`src/rtl/pdhold_pkg.sv`:
```
package pdhold_pkg;

    typedef enum logic [1:0] {
        ST_LIVE    = 2'd0,
        ST_FROZEN  = 2'd1,
        ST_RECOVER = 2'd2
    } pd_state_e;

endpackage

```
`src/rtl/pdhold_fsm.sv`:
```
module pdhold_fsm
    import pdhold_pkg::*;
#(
    parameter int RECOVER_CYC = 4
) (
    input  logic      clk,
    input  logic      rst_n,
    input  logic      freeze_req,
    output logic      live_path,
    output logic      clk_en,
    output pd_state_e state
);

    localparam int CNT_W = (RECOVER_CYC < 2) ? 1 : $clog2(RECOVER_CYC);
    localparam logic [CNT_W-1:0] LAST = CNT_W'(RECOVER_CYC - 1);

    pd_state_e       state_q, state_d;
    logic [CNT_W-1:0] cnt_q, cnt_d;

    // state register
    always_ff @(posedge clk or negedge rst_n) begin
        if (!rst_n) begin
            state_q <= ST_LIVE;
            cnt_q   <= '0;
        end else begin
            state_q <= state_d;
            cnt_q   <= cnt_d;
        end
    end

    // next state
    always_comb begin
        state_d = state_q;
        cnt_d   = '0;
        unique case (state_q)
            ST_LIVE: begin
                if (freeze_req) state_d = ST_FROZEN;         // T_FREEZE
            end
            ST_FROZEN: begin
                if (!freeze_req) state_d = ST_RECOVER;       // T_RELEASE
            end
            ST_RECOVER: begin
                if (freeze_req) begin
                    state_d = ST_FROZEN;                     // T_REFREEZE
                end else if (cnt_q == LAST) begin
                    state_d = ST_LIVE;                       // T_WAKE
                end else begin
                    cnt_d = cnt_q + 1'b1;
                end
            end
            default: state_d = ST_LIVE;
        endcase
    end

    // outputs
    always_comb begin
        live_path = (state_q == ST_LIVE);
        clk_en    = live_path && !freeze_req;
        state     = state_q;
    end

endmodule

```
`src/rtl/pdhold_capture.sv`:
```
module pdhold_capture #(
    parameter int         W        = 8,
    parameter logic [W-1:0] RST_VAL = '0
) (
    input  logic         clk,
    input  logic         rst_n,
    input  logic         track,
    input  logic [W-1:0] live_val,
    output logic [W-1:0] out_val
);

    logic [W-1:0] held_q;

    always_ff @(posedge clk or negedge rst_n) begin
        if (!rst_n)     held_q <= RST_VAL;
        else if (track) held_q <= live_val;
    end

    always_comb out_val = track ? live_val : held_q;

endmodule

```
`src/rtl/pdhold_ctrl.sv`:
```
module pdhold_ctrl
    import pdhold_pkg::*;
#(
    parameter int IN_W        = 8,
    parameter int OUT_W       = 4,
    parameter int RECOVER_CYC = 4
) (
    input  logic             clk,
    input  logic             rst_n,
    input  logic             cfg_pd_en,
    input  logic             pd_pin,
    input  logic [IN_W-1:0]  pin_in,
    input  logic [OUT_W-1:0] core_dout,
    input  logic [OUT_W-1:0] core_doe,
    output logic [IN_W-1:0]  core_din,
    output logic             core_pd_in,
    output logic             core_clk_en,
    output logic [OUT_W-1:0] pad_dout,
    output logic [OUT_W-1:0] pad_doe
);

    localparam int PAD_W = 2 * OUT_W;

    logic      freeze_req;
    logic      live_path;
    pd_state_e state;
    logic [PAD_W-1:0] pad_live, pad_out;

    always_comb begin
        freeze_req = cfg_pd_en && pd_pin;
        core_pd_in = cfg_pd_en ? 1'b0 : pd_pin;
        pad_live   = {core_doe, core_dout};
    end

    pdhold_fsm #(.RECOVER_CYC(RECOVER_CYC)) u_fsm (
        .clk        (clk),
        .rst_n      (rst_n),
        .freeze_req (freeze_req),
        .live_path  (live_path),
        .clk_en     (core_clk_en),
        .state      (state)
    );

    pdhold_capture #(.W(IN_W), .RST_VAL('0)) u_in_hold (
        .clk      (clk),
        .rst_n    (rst_n),
        .track    (live_path),
        .live_val (pin_in),
        .out_val  (core_din)
    );

    pdhold_capture #(.W(PAD_W), .RST_VAL('0)) u_pad_hold (
        .clk      (clk),
        .rst_n    (rst_n),
        .track    (live_path),
        .live_val (pad_live),
        .out_val  (pad_out)
    );

    always_comb begin
        pad_dout = pad_out[OUT_W-1:0];
        pad_doe  = pad_out[PAD_W-1:OUT_W];
    end

endmodule

```
`config.mk`:
```
export PLATFORM = sky130hd
export DESIGN_NAME = pdhold_ctrl
export DESIGN_NICKNAME = d
export VERILOG_FILES = /design/src/rtl/pdhold_pkg.sv /design/src/rtl/pdhold_fsm.sv /design/src/rtl/pdhold_capture.sv /design/src/rtl/pdhold_ctrl.sv
export SDC_FILE = /design/constraint.sdc
export NUM_CORES = 1
export LEC_CHECK = 0
export BUFFER_PORTS_ARGS = -buffer_cell sky130_fd_sc_hd__buf_4
export CAP_MARGIN = 25
export CORE_UTILIZATION = 44
export DETAILED_ROUTE_END_ITERATION = 16
export PLACE_DENSITY_LB_ADDON = 0.2
export SYNTH_ARGS = -nofsm -noshare
export SYNTH_HDL_FRONTEND = slang
export SYNTH_SLANG_ARGS = --single-unit
```
`constraint.sdc`:
```
create_clock -name clk -period 1.5 [get_ports clk]
set_input_delay 0.225 -clock clk [delete_from_list [all_inputs] [get_ports clk]]
set_output_delay 0.225 -clock clk [all_outputs]
set_load 0.1 [all_outputs]
```
==> results.md <==
- RR Startpoint: u_fsm.state[0]
- Hold_sp: pin_in[6]
- All-layer global routing usage: 0.207
- Slew Limit Fails: 0
- Endpoints failing hold: 0
- CTS Sinks: 20
- Storage cell area: 500 µm²
- Tot Pwr: 2.49 mW
- Die width: 45.2 µm
- Finished Layout Cells: 120
- Placed insts: 114
- ANT nets after route: 0
- Peak Freq: 553 MHz
- GPL Wtd Cong: 0.598
- End of the worst hold path: u_in_hold.held_q[6]
- Slowest-stage cell, CP: dfrtp_1
- Total gr overflow: 0
- First-pass GRT wire length: 2.93 mm
- Post-synth top area cell: dfrtp_1
- Crit path cell chain: nor2_4 > buf_12 > mux2_2 > buf_6
- Seq/Total Area, Yosys: 0.611
- Max-cap violation count: 0
- Bufs on Longest Clock Path: 2
- Syn_area_per_cell: 16.7 µm²
- Fillcell total: 113
- Final setup viols: 17
- Synth warn: 0
- Synth Net Count: 70
- Die area: 0.00204 mm²
- Worst skew pair latency: 300 ps
- Hold Path Cell Cnt: 2
- Measured slew at the worst slew-check pin: 280 ps
- Clock Power Share: 0.175
- Synth Cell Area: 820 µm²
- Failing checks: setup timing
- Initial Util: 0.475
- Final worst-path cycle share: 1.21
- Top-Level Pins: 38
- Largest net degree at the start of global routing: 21
- Fraction of layout cells with a size suffix above 1: 0.684
- Cell variety after synth: 13
- Placed wire-length estimate: 1.09 mm
- Vias in the first global route: 646
- RSZ-0062 raised after global routing: true
- Initial DRC count: 2
- Port buffer count: 37
- Register-to-register path setup slack: 300 ps
- WL per Instance: 14.8 µm
- Synth area leaders: dfrtp_1 61%, mux2_4 15%, mux2_2 11%, and4b_1 3.7%, buf_12 2.4%
- Sw Ratio: 0.440
- Num rows: 15
- Layout Nets: 117
- Min cycle time layout: 1810 ps
- Antenna violations before repair: 0
- Worst-path clk slew: 120 ps
- CP Max Fanout: 11
- Share of the synthesized area in the top cell type: 0.611
- CTS root buffer: clkbuf_4
- Syn-to-layout area delta: 69.5%
- LEAKAGE: 0.683 nW
- Total iterations of the first detailed-routing run: 3
- Crit Reg-Reg Endpoint: u_in_hold.held_q[7]
- Via/cell ratio: 4.88
- Via count: 585
- Cell area power density: 1790 mW/mm²
- Core Area: 0.00173 mm²
- Logic pwr share: 0.556
- Ant diodes: 0
- Setup CP Type: reg -> out
- Hold crit path type: in -> reg
- TNS Setup: -4480 ps
- Crit path largest cell delay: 430 ps
- Total CTS buffers: 3
- Reg2Reg Depth: 3
- Synth Register Bits: 20
- WL final: 1.77 mm
- Residual DRC count: 0
- DP Worst Slack: -11.3 ps
- Clk_skew: 10.8 ps
- Critical Path Sink Type: output port
- CTS tree: done
- Worst EP required: 1270 ps
- Critical Path AT: 1580 ps
- Die height: 45.2 µm
- WHS: 174 ps
- NetSw: 1.10 mW
- Worst IR Drop VDD: 1250 µV
- Register share of total power: 0.269
- Relative slew slack: 0.815
- CP Launch Type: register
- Multi-input gate area: 308 µm²
- Outcome: complete, but fails checks
- CTS H-Tree Depth: 1
- Gate Count Post-Synth: 49
- Internal: 1.39 mW
- Final WS setup: -309 ps
per-layer routing:
metal | track usage | up-vias | routed length, µm
met2 | 0.348 | 24 | 1010
li1 | - | 262 | -
met1 | 0.247 | 295 | 639
met3 | 0.0480 | 4 | 96
met5 | 0 | - | 0
met4 | 0.103 | 0 | 24
flip-flops by register name (all words and copies together), names as in the netlist:
| signal | cells |
|---|---|
| u_in_hold.held_q | 8 |
| u_pad_hold.held_q | 8 |
| u_fsm.cnt_q | 2 |
| u_fsm.state | 2 |
worst max-delay path, delay by kind of cell (launching register included):
family	cells	cell delay (ps)
DFF	1	430
and+or+nand+nor	1	160
muxes	1	360
buffers and inverters	2	350
logic make-up (layout without fill, tap and decap cells):
logic type / count (synthesis) / count (layout) / synth area share
DFF: 20 / 20 / 0.611
muxes: 16 / 16 / 0.256
and+or+nand+nor: 10 / 10 / 0.0870
adders and majority gates: 1 / 1 / 0.0153
AOI/OAI and AO/OA: 1 / 1 / 0.00610
buffers and inverters: 1 / 47 / 0.0244
cells in the final DEF (no fill, tap or decap):
| cell | instances |
|---|---|
| a21oi_1 | 1 |
| and2_4 | 1 |
| and4b_1 | 3 |
| buf_12 | 11 |
| buf_4 | 23 |
| buf_6 | 7 |
| buf_8 | 1 |
| bufinv_16 | 1 |
| clkbuf_4 | 3 |
| dfrtp_1 | 20 |
| dlygate4sd3_1 | 1 |
| ha_1 | 1 |
| mux2_2 | 7 |
| mux2_4 | 9 |
| nand2_1 | 2 |
| nand2b_1 | 1 |
| nor2_1 | 1 |
| nor2_4 | 1 |
| nor2b_2 | 1 |
synth_stat cells, drive strengths merged:
cell type	instances
dfrtp	20
and2	1
a21oi	1
ha	1
mux2	16
nand2	2
and4b	3
buf	1
nand2b	1
nor2b	1
nor2	2
power by group through the flow:
stage                     Clock (mW)  Combinational [mW]  Sequential (mW)
final                          0.435                1.38            0.670
after global routing           0.460                1.43            0.678
after CTS                      0.450                1.35            0.667
after detailed placement           0                1.15            0.677
after global placement             0                1.15            0.674
after floorplan                    0               0.934            0.671
metrics by stage:
stage | cell area (µm²) | util
6_report | 1390 | 0.804
5_1_grt | 1390 | 0.804
4_1_cts | 1370 | 0.792
3_5_place_dp | 1150 | 0.669
3_3_place_gp | 1150 | 0.669
2_1_floorplan | 823 | -
worst max path at each step:
| stage | start | endpoint | cells past startpoint |
|---|---|---|---|
| floorplan | u_fsm.state[0] | core_clk_en | 3 |
| global placement | u_fsm.state[0] | core_din[2] | 4 |
| detailed placement | u_fsm.state[0] | core_din[2] | 4 |
| CTS | u_fsm.state[0] | core_din[2] | 4 |
| global route | u_fsm.state[0] | core_din[6] | 4 |
| finish | u_fsm.state[0] | core_din[7] | 4 |
repair_timing:
item                                    4_1_cts  5_1_grt
hold buffers                                  1        0
resized for setup                            35        6
setup buffers                                 1        0
endpoints found under the setup margin       17       17
pin swaps                                     0        0
endpoints found under the hold margin        20        0
area by class of cell:
type | instances | area share
sequential | 20 | 0.360
tap | 25 | 0.0225
clock buffer | 3 | 0.0162
clock inverter | 1 | 0.0216
timing repair buffer | 43 | 0.358
multi-input combinational | 28 | 0.222
(Power assumes the default switching activity.)
